### config.mk
export PLATFORM = sky130hd
export DESIGN_NAME = rt_sys_timer
export DESIGN_NICKNAME = d
export VERILOG_FILES = /design/src/rtl/rtc_pkg.sv /design/src/rtl/rtc_src_sel.sv /design/src/rtl/rtc_chain.sv /design/src/rtl/rtc_flag.sv /design/src/rtl/rt_sys_timer.sv
export SDC_FILE = /design/constraint.sdc
export NUM_CORES = 1
export LEC_CHECK = 0
export BUFFER_PORTS_ARGS = -buffer_cell sky130_fd_sc_hd__buf_4
export CAP_MARGIN = 0
export CORE_ASPECT_RATIO = 1.75
export CORE_MARGIN = 1.5
export CORE_UTILIZATION = 40
export CTS_CLUSTER_DIAMETER = 40
export DETAILED_ROUTE_END_ITERATION = 8
export SETUP_SLACK_MARGIN = 0.3
export SLEW_MARGIN = 20
export SYNTH_ARGS = -nofsm -noshare
export SYNTH_HDL_FRONTEND = slang
export SYNTH_HIERARCHICAL = 1
export SYNTH_SLANG_ARGS = --single-unit
### constraint.sdc
create_clock -name clk -period 2.6 [get_ports clk]
set_input_delay 0.52 -clock clk [delete_from_list [all_inputs] [get_ports clk]]
set_output_delay 0.52 -clock clk [all_outputs]
set_load 0.05 [all_outputs]
### src/rtl/rtc_pkg.sv
package rtc_pkg;
  parameter int PRE_W = 7;
  parameter int CNT_W = 16;

  localparam int BIT_RUN  = 0;
  localparam int BIT_XSEL = 1;
  localparam int BIT_IRQ  = 2;
  localparam int BIT_WAKE = 3;
  localparam int BIT_CLR  = 7;

  typedef struct packed {
    logic wake_en;
    logic irq_en;
    logic xsel;
    logic run;
  } rtc_ctrl_t;
endpackage

### src/rtl/rtc_src_sel.sv
module rtc_src_sel (
  input  logic cclk_en,
  input  logic xclk_en,
  input  logic xtal_is_cpu,
  input  logic xsel,
  output logic tick
);
  logic use_xtal;

  always_comb begin
    use_xtal = xsel && !xtal_is_cpu;
    tick     = use_xtal ? xclk_en : cclk_en;
  end
endmodule

### src/rtl/rtc_chain.sv
module rtc_chain #(
  parameter int PRE_W = 7,
  parameter int CNT_W = 16
) (
  input  logic             clk,
  input  logic             rst_n,
  input  logic             tick,
  input  logic             run,
  input  logic             load,
  input  logic [CNT_W-1:0] load_val,
  input  logic [CNT_W-1:0] reload_val,
  output logic             term
);
  localparam logic [PRE_W-1:0] PRE_TOP = {PRE_W{1'b1}};

  logic [PRE_W-1:0] presc_q, presc_d;
  logic [CNT_W-1:0] cnt_q, cnt_d;

  always_comb begin
    presc_d = presc_q;
    cnt_d   = cnt_q;
    term    = 1'b0;
    if (load) begin
      presc_d = PRE_TOP;
      cnt_d   = load_val;
    end else if (run && tick) begin
      if (presc_q == '0) begin
        presc_d = PRE_TOP;
        if (cnt_q == '0) begin
          cnt_d = reload_val;
          term  = 1'b1;
        end else begin
          cnt_d = cnt_q - 1'b1;
        end
      end else begin
        presc_d = presc_q - 1'b1;
      end
    end
  end

  always_ff @(posedge clk or negedge rst_n) begin
    if (!rst_n) begin
      presc_q <= PRE_TOP;
      cnt_q   <= '0;
    end else begin
      presc_q <= presc_d;
      cnt_q   <= cnt_d;
    end
  end

  assert_reload_R3: assert property (@(posedge clk) disable iff (!rst_n)
    term |=> cnt_q == $past(reload_val));

  assert_hold_R4: assert property (@(posedge clk) disable iff (!rst_n)
    (!run && !load) |=> ($stable(cnt_q) && $stable(presc_q)));

  assert_prescale_step_R2: assert property (@(posedge clk) disable iff (!rst_n)
    (run && tick && !load && presc_q != '0) |=> presc_q == PRE_W'($past(presc_q) - 1'b1));
endmodule

### src/rtl/rtc_flag.sv
module rtc_flag (
  input  logic clk,
  input  logic rst_n,
  input  logic set,
  input  logic clr,
  input  logic irq_en,
  input  logic wake_en,
  output logic flag,
  output logic irq,
  output logic wake
);
  logic flag_q, flag_d;

  always_comb begin
    flag_d = flag_q;
    if (clr) flag_d = 1'b0;
    if (set) flag_d = 1'b1;
  end

  always_ff @(posedge clk or negedge rst_n) begin
    if (!rst_n) flag_q <= 1'b0;
    else        flag_q <= flag_d;
  end

  always_comb begin
    flag = flag_q;
    irq  = flag_q && irq_en;
    wake = flag_q && wake_en;
  end

  assert_set_wins_R8: assert property (@(posedge clk) disable iff (!rst_n)
    set |=> flag_q);

  assert_sticky_R8: assert property (@(posedge clk) disable iff (!rst_n)
    (flag_q && !clr) |=> flag_q);
endmodule

### src/rtl/rt_sys_timer.sv
module rt_sys_timer
  import rtc_pkg::*;
#(
  parameter int P_W = rtc_pkg::PRE_W,
  parameter int C_W = rtc_pkg::CNT_W
) (
  input  logic           clk,
  input  logic           por_n,
  input  logic           sys_rst_n,
  input  logic           cclk_en,
  input  logic           xclk_en,
  input  logic           xtal_is_cpu,
  input  logic           wr_en,
  input  logic           wr_addr,
  input  logic [C_W-1:0] wr_data,
  output logic           flag,
  output logic           irq,
  output logic           wake
);
  localparam logic ADDR_RELOAD = 1'b0;
  localparam logic ADDR_CTRL   = 1'b1;

  logic por_meta_q, rst_sync_n;

  always_ff @(posedge clk or negedge por_n) begin
    if (!por_n) begin
      por_meta_q <= 1'b0;
      rst_sync_n <= 1'b0;
    end else begin
      por_meta_q <= 1'b1;
      rst_sync_n <= por_meta_q;
    end
  end

  rtc_ctrl_t      ctrl_q, ctrl_d;
  logic [C_W-1:0] reload_q, reload_d;
  logic           wr_ok, wr_reload, wr_ctrl, do_load, clr_req;
  logic           tick, term;

  always_comb begin
    wr_ok     = wr_en && sys_rst_n;
    wr_reload = wr_ok && (wr_addr == ADDR_RELOAD);
    wr_ctrl   = wr_ok && (wr_addr == ADDR_CTRL);
    do_load   = wr_reload && !ctrl_q.run;
    clr_req   = wr_ctrl && wr_data[BIT_CLR];
    reload_d  = wr_reload ? wr_data : reload_q;
    ctrl_d    = ctrl_q;
    if (wr_ctrl) begin
      ctrl_d.run     = wr_data[BIT_RUN];
      ctrl_d.xsel    = wr_data[BIT_XSEL];
      ctrl_d.irq_en  = wr_data[BIT_IRQ];
      ctrl_d.wake_en = wr_data[BIT_WAKE];
    end
  end

  always_ff @(posedge clk or negedge rst_sync_n) begin
    if (!rst_sync_n) begin
      ctrl_q   <= '0;
      reload_q <= '0;
    end else begin
      ctrl_q   <= ctrl_d;
      reload_q <= reload_d;
    end
  end

  rtc_src_sel u_src (
    .cclk_en     (cclk_en),
    .xclk_en     (xclk_en),
    .xtal_is_cpu (xtal_is_cpu),
    .xsel        (ctrl_q.xsel),
    .tick        (tick)
  );

  rtc_chain #(.PRE_W(P_W), .CNT_W(C_W)) u_chain (
    .clk        (clk),
    .rst_n      (rst_sync_n),
    .tick       (tick),
    .run        (ctrl_q.run),
    .load       (do_load),
    .load_val   (wr_data),
    .reload_val (reload_q),
    .term       (term)
  );

  rtc_flag u_flag (
    .clk     (clk),
    .rst_n   (rst_sync_n),
    .set     (term),
    .clr     (clr_req),
    .irq_en  (ctrl_q.irq_en),
    .wake_en (ctrl_q.wake_en),
    .flag    (flag),
    .irq     (irq),
    .wake    (wake)
  );

  assert_write_block_R10: assert property (@(posedge clk) disable iff (!rst_sync_n)
    (wr_en && !sys_rst_n) |=> ($stable(ctrl_q) && $stable(reload_q)));
endmodule

==> flow_summary.toml, run 1 <==
[clock_tree]
clkSinkCount = 46
cts.path.max_buffers = 2
htree_levels = 2
cts_root_buf = "clkbuf_16"
numCtsBuffers = 5
clkLatencyLatePin_ns = 0.29
cts_tree = "built"
clk_pin_slew_ns = 0.06

[layout]
stdcell_area_mm2 = 0.003137
fin_cells = 372
nNetsFinal = 317
nFillCells = 638
syn_to_final_growth_pct = 16.71
drive_gt1_share_pct = 30.69
antennaDiodeCount = 0

[global_route]
grt_max_degree = 45
grt-ovfl-total = 0
grt_pass1_wl_um = 10710
grt_use_total_pct = 19.21
grt_pass1_vias = 2197
antenna_found_initial = 0

[synthesis]
synth_edf_count = 0
ys_ff_latch = 46
synth_top_area_share_pct = 36.31
synth_cell_types = 62
synth-seq-area-share_pct = 43.16
synth-warning-count = 6
syn_inst = 260
synth_largest_area_cell = "dfrtp_1"
synthFlopType = "dfrtp_1"
netlist_area_mm2 = 0.002688
syn-num-nets = 288
synthTopCellsByArea = "dfrtp_1 36%, dfstp_2 6.8%, mux2_2 5.9%, mux2_4 5.6%, nand2_1 3.6%"
async_flop_share_pct = 100.0
synth_area_per_cell_um2 = 10.34

[sta]
fin_skew_ns = 0.004552
whs_ns = 0.3657
clock.fmax_mhz = 469.0
finalSetupViolations = 0
hold_violations = 0
report.final.slew_viol_count = 0
relSlewSlack_pct = 35.34
period_share_pct = 82.01
setup_tns_ns = 0
min_period_ns = 2.132
worst_slew_pin_slew_ns = 0.9699
rsz0062_at_grt = "false"

[routing]
dr.pass1.iters = 4
vias = 2081
drt-vias-per-instance = 5.594
drc = 0
ant_nets = 0
wl_um = 6309
first_iter_violations = 105
wire_per_inst_um = 16.96

[die]
rows = 39
core_mm2 = 0.006490
start_util_pct = 41.41
die_y_um = 111.4
die_x_um = 64.96
io_pins = 27
dieArea_mm2 = 0.007239

[critical_path]
cp-end-kind = "flip-flop"
path_max_fanout = 8
crit_arrival_ns = 2.28
critPathKind = "in -> reg"
crit_required_ns = 2.74
start_kind = "input pin"

[pwr]
power_mw = 2.259
cellPowerDensity_mw_per_mm2 = 720.0
ir_worst_vdd_v = 0.0005875
p_leak_nw = 1.314

[hold_path]
holdCritPathClass = "reg -> reg"

[place]
place.port_buffers = 26
hpwl_um = 4562
place_inst = 362
routabilityCongestion = 0.8238
placed_cell_area_mm2 = 0.002964

[status]
status = "completed"

[flow_run]
maxCapViolations = 0
## layer usage
layer  wire length [um]  vias to the layer above  track usage, %  share of wire, %
met5                  0                        -               0                 0
met2               3558                       32           34.91                56
met3                130                       15           2.929               2.1
met4                186                        0           10.21               2.9
met1               2433                     1033           20.68                39
li1                   -                     1001               -                 -
## area by class of cell
class                   instances  area (um^2)  share of cell area (%)
multi-input cells             191         1431                   45.63
clock buffers                   6        128.9                   4.109
clock inverters                 2        13.76                  0.4388
repair buffers                 34        257.7                   8.217
flip-flops and latches         46         1161                   37.02
well taps                      82        102.6                   3.271
inverters                      11        41.29                   1.316
## final timing paths
kind	end	slack [ns]	start	cells after the start
setup / recovery	u_chain/cnt_q[7]	0.47	xtal_is_cpu	8
hold / removal	rst_sync_n	0.37	por_meta_q	0
setup reg to reg	u_chain/cnt_q[7]	0.48	ctrl_q[1]	7
hold reg to reg	rst_sync_n	0.37	por_meta_q	0
max in group asynchronous	u_chain/cnt_q[4]	1.56	rst_sync_n	0
min in group asynchronous	ctrl_q[1]	0.43	rst_sync_n	0
## cells in the mapped netlist, types with 3 or more instances
| master | count |
|---|---|
| dfstp_2 | 7 |
| nor4_1 | 4 |
| a211oi_1 | 3 |
| clkbuf_1 | 3 |
| nand2_1 | 26 |
| nor3_1 | 6 |
| a21oi_1 | 10 |
| o21a_1 | 6 |
| nand3_1 | 10 |
| or3_1 | 4 |
| nor2b_1 | 4 |
| nand2b_1 | 3 |
| dfrtp_1 | 39 |
| mux2_4 | 10 |
| nor2_1 | 17 |
| xor2_1 | 5 |
| o31ai_1 | 4 |
| nand4_1 | 3 |
| inv_1 | 11 |
| o21ai_1 | 4 |
| o211ai_1 | 3 |
| ha_1 | 4 |
| o21ai_0 | 6 |
| buf_2 | 5 |
| xnor2_1 | 4 |
| mux2_2 | 14 |
## per-stage QoR
| stage | setup slack (ns) | util (%) |
|---|---|---|
| final | 0.4676 | 48.33 |
| after global routing | 0.3223 | 48.33 |
| after CTS | 0.3459 | 48.02 |
| after detailed placement | 0.2506 | 45.67 |
| after global placement | 0.2722 | 45.67 |
| after floorplan | 0.5535 | - |
## registers in the layout, summed over array words and instances, names as in the netlist
signal,cells
reload_q,16
u_chain/cnt_q,16
u_chain/presc_q,7
ctrl_q,4
por_meta_q,1
rst_sync_n,1
u_flag/flag,1
## placed cells by master, fill, tap and decap left out, types with 5 or more instances in the layout
master     instances
dfrtp_1           38
buf_4             33
nand2_1           26
nor2_1            16
mux2_2            14
inv_1             11
nand3_1           10
mux2_4            10
a21oi_1           10
dfstp_2            7
nor3_1             6
o21a_1             6
o21ai_0            6
clkbuf_16          5
xor2_1             5
## power by group
group,switching [mW],internal (mW),total (mW)
sequential,0.209,0.897,1.11
combinational,0.248,0.278,0.526
clock,0.270,0.357,0.626
total,0.726,1.53,2.26
## critical path, cell delays in order
cell and delay (ns):
buf_4 0.10, nand2b_1 0.14, mux2_4 0.31, and2_0 0.23, and4_1 0.26, buf_4 0.18
a311oi_1 0.42, a221oi_1 0.11
## logic make-up after synthesis
kind of cell / synth area share (%)
and+or+nand+nor: 20.48
AOI/OAI and AO/OA: 15.08
DFF: 43.16
muxes: 12.20
buffers and inverters: 4.143
xor gates and xnor gates: 2.933
adders and majority gates: 1.862
other: 0.1395
## timing repair
action                                 CTS  global route
setup buffers                            0             1
endpoints found under the hold margin    2             0
resized for setup                        0             2
hold buffers                             1             0
setup endpoints to repair                0             6
No activity file was read; power rests on OpenSTA's default activity.
==> inputs of run 2 (changes only) <==
- ABC_AREA: unset -> 1
- clock period: 2.6 -> 1.9 ns (I/O delays scaled with it)
==> run 2 against run 1 <==
Compared with the run above:
- synthesized cell count rose by 60%
- sequential share of layout area fell by 3.6 points
- clock skew grew 0.0017 ns
- final cell count rose by 44%
- synthesized area grew 7.7%
- critical path depth rose by 1
- largest power group unchanged
- highest routed layer unchanged
==> flow_summary.toml, run 2 <==
[sta]
period_share_pct = 80.78
clock.fmax_mhz = 651.6
hold_violations = 0
worst_slew_pin_slew_ns = 0.5023
fin_skew_ns = 0.006288
report.final.slew_viol_count = 0
finalSetupViolations = 0
setup_tns_ns = 0
min_period_ns = 1.535
relSlewSlack_pct = 66.52
rsz0062_at_grt = "true"

[die]
rows = 40
die_y_um = 115.5
dieArea_mm2 = 0.007775
die_x_um = 67.30
io_pins = 27
core_mm2 = 0.006957
start_util_pct = 41.60

[critical_path]
reg2reg_depth = 9
critPathKind = "reg -> reg"
reg2reg_to = "u_chain/cnt_q[5]"
crit_arrival_ns = 1.77
timing.rr.start = "u_chain/presc_q[0]"
r2r_slack_ns = 0.37
crit_required_ns = 2.13
cp-end-kind = "flip-flop"
path_max_fanout = 11
start_kind = "flip-flop"

[place]
place_inst = 523
hpwl_um = 5235
place.port_buffers = 26
routabilityCongestion = 0.7891

[flow_run]
maxCapViolations = 0

[layout]
mostFrequentLayoutCell = "nand2_1"
fin_cells = 537
syn_to_final_growth_pct = 20.19
largest_registers = "reload_q (16), u_chain/cnt_q (16), u_chain/presc_q (7)"
drive_gt1_share_pct = 18.76
antennaDiodeCount = 0
nNetsFinal = 480
fin_util_pct = 50.00
layout_common_cells = "175 x nand2_1, 40 x nand3_1, 39 x nor2_1, 38 x dfrtp_1, 35 x buf_4"
nFillCells = 704

[clock_tree]
clkSinkCount = 46
clkLatencyLatePin_ns = 0.29
cts_tree = "built"
cts.path.max_buffers = 2
cts_root_buf = "clkbuf_16"
numCtsBuffers = 5
htree_levels = 2
clk_pin_slew_ns = 0.07

[synthesis]
synthTopCellsByArea = "dfrtp_1 34%, nand2_1 23%, nand3_1 6.9%, dfstp_2 6.4%, nand4_1 5.4%"
syn-num-nets = 445
syn_inst = 417
ys_ff_latch = 46
synthFlopType = "dfrtp_1"
synth-warning-count = 6
synth_largest_area_cell = "dfrtp_1"
synth-seq-area-share_pct = 40.08
synthMostInstantiatedCell = "nand2_1"
async_flop_share_pct = 100.0
synth_cell_types = 28
synthTopCellsByCount = "180 x nand2_1, 40 x nand3_1, 40 x nor2_1"
netlist_area_mm2 = 0.002894
synth_edf_count = 0
synth_area_per_cell_um2 = 6.940
synth_top_area_share_pct = 33.72

[routing]
first_iter_violations = 149
dr.pass1.iters = 4
wl_um = 7279
ant_nets = 0
wire_per_inst_um = 13.55
drc = 0
vias = 2700
drt-vias-per-instance = 5.028

[global_route]
grt_pass1_vias = 2591
grt-ovfl-total = 0
grt_use_total_pct = 20.22
grt_max_degree = 27
antenna_found_initial = 0
grt_pass1_wl_um = 12050

[pwr]
p_leak_nw = 1.854
power_mw = 4.373
cellPowerDensity_mw_per_mm2 = 1257
ir_worst_vdd_v = 0.0008991

[status]
status = "completed"

[hold_path]
holdCritPathClass = "reg -> async"
[run 2: cell types whose count changed after synthesis, moves of 10 or more]
| cell | before | now |
|---|---|---|
| a21oi_1 | 10 | 0 |
| nand2_1 | 26 | 180 |
| nor2_1 | 17 | 40 |
| nand4_1 | 3 | 25 |
| mux2_4 | 10 | 0 |
| inv_1 | 11 | 32 |
| nand3_1 | 10 | 40 |
| mux2_2 | 14 | 0 |
[run 2: per-stage QoR]
step	hold WS [ns]	setup WS, ns	instance area [um^2]
6_report	0.2385	0.3653	3478
5_1_grt	0.2848	0.2617	3478
4_1_cts	0.2574	0.3164	3371
3_5_place_dp	0.1640	0.2496	3187
3_3_place_gp	0.1623	0.2830	3187
2_1_floorplan	0.08441	0.3081	2913
[run 2: logic make-up (layout without fill, tap and decap cells)]
| kind of cell | Yosys count | after routing | synth area share, % |
|---|---|---|---|
| AOI/OAI and AO/OA | 7 | 7 | 1.297 |
| xor gates and xnor gates | 5 | 5 | 1.513 |
| adders and majority gates | 4 | 4 | 1.729 |
| buffers and inverters | 49 | 84 | 8.474 |
| DFF | 46 | 46 | 40.08 |
| other | 1 | 1 | 0.1296 |
| and+or+nand+nor | 305 | 306 | 46.78 |
[run 2: critical path, stage by stage (launching register included)]
cell,delay (ns)
dfstp_2,0.54
inv_1,0.07
ha_1,0.20
nand2_1,0.07
o21ai_1,0.08
nand2_2,0.14
buf_12,0.12
clkbuf_16,0.14
nand2_1,0.05
nand2_1,0.07
[run 2: worst max-delay path by stage]
stage	start	endpoint	slack (ns)	cells past startpoint
2_1_floorplan	wr_addr	u_chain/presc_q[4]	0.31	11
3_3_place_gp	xtal_is_cpu	u_flag/flag	0.28	10
3_5_place_dp	wr_addr	u_chain/presc_q[5]	0.25	12
4_1_cts	u_chain/cnt_q[0]	u_chain/cnt_q[5]	0.32	10
5_1_grt	u_chain/cnt_q[0]	u_chain/cnt_q[0]	0.26	9
6_report	u_chain/presc_q[0]	u_chain/cnt_q[5]	0.37	9
[run 2: layer usage]
layer | routed length [um] | global-route usage (%) | vias up
li1 | - | - | 1389
met1 | 2995 | 24.13 | 1238
met2 | 3824 | 35.51 | 55
met3 | 188 | 2.524 | 18
met4 | 269 | 8.980 | 0
met5 | 0 | 0 | -
[run 2: cell type report]
| type | count | area, um^2 | area share, % |
|---|---|---|---|
| clock inverter | 3 | 43.79 | 1.259 |
| tap | 84 | 105.1 | 3.022 |
| clock buffer | 5 | 125.1 | 3.597 |
| inverter | 35 | 151.4 | 4.353 |
| sequential | 46 | 1161 | 33.38 |
| multi-input combinational | 323 | 1531 | 44.03 |
| timing repair buffer | 41 | 360.3 | 10.36 |
[run 2: report_power, final]
part / internal (mW) / total [mW] / switching (mW)
clock network: 0.623 / 1.01 / 0.389
registers: 1.33 / 1.68 / 0.347
logic: 0.651 / 1.68 / 1.03
total: 2.61 / 4.37 / 1.77
[run 2: timing repair]
action	in CTS	in global routing
endpoints found under the hold margin	2	0
endpoints found under the setup margin	3	19
pin swaps	0	4
hold buffers	1	0
gates resized for setup	2	13
buffers inserted	0	3
gates cloned	0	2
==> inputs of run 3 (changes only) <==
- clock period: 1.9 -> 1.3 ns (I/O delays scaled with it)
==> run 3 against run 2 <==
Compared with the run above:
- the run now ends with setup timing left
- first-iteration DRC count down 3.4%
- die area stayed put
- sequential power rose by 45%
- critical endpoint is now u_chain/cnt_q[14]
==> flow_summary.toml, run 3 (synthesized netlist as in run 2, its figures left out) <==
[pwr]
power.share.clock_pct = 15.0
internal_power_mw = 4.954
cellPowerDensity_mw_per_mm2 = 1893
switching_power_mw = 3.390
ir_worst_vdd_v = 0.001040
combinationalPowerShare_pct = 56.0
p_leak_nw = 2.295
p_sw_share_pct = 40.63
p_seq_share_pct = 29.1

[clock_tree]
clk_pin_slew_ns = 0.06
cts_root_buf = "clkbuf_16"
cts.path.max_buffers = 2
htree_levels = 2
numCtsBuffers = 5
clkSinkCount = 46
cts_tree = "built"
clkLatencyLatePin_ns = 0.29

[critical_path]
cp-end-kind = "flip-flop"
critPathKind = "reg -> reg"
start_kind = "flip-flop"
crit_arrival_ns = 1.73
crit_required_ns = 1.53
path_max_fanout = 6

[routing]
wire_per_inst_um = 14.37
drc = 0
vias = 3041
drt-vias-per-instance = 4.993
wl_um = 8754
ant_nets = 0
dr.pass1.iters = 4
first_iter_violations = 144

[layout]
antennaDiodeCount = 0
drive_gt1_share_pct = 43.62
nNetsFinal = 552
layout_common_cells = "152 x nand2_1, 92 x buf_4, 30 x nor2_1, 29 x dfrtp_1, 25 x nand4_1"
stdcell_area_mm2 = 0.004408
syn_to_final_growth_pct = 52.31
nFillCells = 593
mostFrequentLayoutCell = "nand2_1"
largest_registers = "reload_q (16), u_chain/cnt_q (16), u_chain/presc_q (7)"

[sta]
setup_tns_ns = -2.816
period_share_pct = 114.9
timing.final.ws_setup_ns = -0.1940
fin_skew_ns = 0.003392
clock.fmax_mhz = 669.3
whs_ns = 0.1663
rsz0062_at_grt = "true"
hold_violations = 0
min_period_ns = 1.494
report.final.slew_viol_count = 0
finalSetupViolations = 22

[status]
violations = "setup timing"
status = "complete, but fails checks"

[global_route]
antenna_found_initial = 0
grt_pass1_wl_um = 14080
grt-ovfl-total = 0
grt_max_degree = 22
grt_pass1_vias = 3104
grt_use_total_pct = 23.61

[flow_run]
maxCapViolations = 0

[place]
dpl_worst_slack_ns = -0.2982
placed_cell_area_mm2 = 0.003628
place.port_buffers = 26
hpwl_um = 5722
routabilityCongestion = 0.8399

[die]
die_y_um = 115.5
io_pins = 27
start_util_pct = 41.60
rows = 40
core_mm2 = 0.006957
dieArea_mm2 = 0.007775
die_x_um = 67.30

[hold_path]
holdCritPathClass = "reg -> async"
run 3: cell count changes in the layout (fill, tap and decap cells not counted), moves of 4 or more:
cell / previous run / this run
buf_4: 35 / 92
buf_6: 2 / 13
dfrtp_1: 38 / 29
dfrtp_2: 1 / 10
inv_1: 31 / 23
inv_2: 1 / 6
nand2_1: 175 / 152
nand2_2: 7 / 22
nand2_4: 1 / 8
nand3_1: 40 / 23
nand3_2: 0 / 16
nor2_1: 39 / 30
nor2_2: 7 / 11
nor2_4: 7 / 12
run 3: critical path: stages (launching register included):
cell	delay [ns]
dfrtp_2	0.48
nor2_4	0.17
nand2_4	0.09
nor2_4	0.19
buf_6	0.13
nand3_1	0.08
nand2_1	0.10
nand2_2	0.06
nand2_1	0.05
nand2_1	0.04
nand2_1	0.04
run 3: metrics by stage:
step	total power, mW	util (%)	cells
floorplan	4.242	-	417
global placement	5.653	52.16	572
detailed placement	5.680	52.16	572
CTS	7.516	58.53	595
global route	8.925	63.36	609
finish	8.344	63.36	609
run 3: final cells by class:
class,count,area (um^2),share of cell area (%)
well taps,84,105.1,2.384
clock buffers,8,136.4,3.094
repair inverters,1,11.26,0.2555
repair buffers,110,927.1,21.03
inverters,35,172.7,3.917
multi-input cells,325,1883,42.72
flip-flops and latches,46,1172,26.60
run 3: layer usage:
layer | routed length (um) | GRT usage [%]
met2 | 4889 | 42.31
met1 | 3326 | 25.75
met5 | 0 | 0
met4 | 348 | 14.15
met3 | 190 | 2.816
run 3: final timing paths:
path,to,startpoint,slack [ns],cells past startpoint
max in group asynchronous,u_chain/presc_q[6],rst_sync_n,0.63,1
worst max register to register,u_chain/cnt_q[14],u_chain/cnt_q[2],-0.19,10
worst min-delay path,ctrl_q[2],rst_sync_n,0.17,0
min in group clk,reload_q[15],wr_data[15],0.24,3
worst max-delay path,u_chain/cnt_q[14],u_chain/cnt_q[2],-0.19,10
worst min register to register,ctrl_q[2],rst_sync_n,0.17,0
run 3: power groups by stage:
stage / clock network (mW) / logic [mW] / registers (mW)
CTS: 1.27 / 3.87 / 2.38
global route: 1.33 / 5.11 / 2.48
detailed placement: 0 / 3.32 / 2.36
global placement: 0 / 3.30 / 2.35
finish: 1.25 / 4.67 / 2.43
floorplan: 0 / 1.89 / 2.35
run 3: repair_timing:
action,in CTS,in global routing
hold endpoints to repair,2,0
pin swaps,25,18
endpoints found under the setup margin,27,27
hold buffers,1,0
resized for setup,52,60
buffers inserted,10,13
cloned,4,1
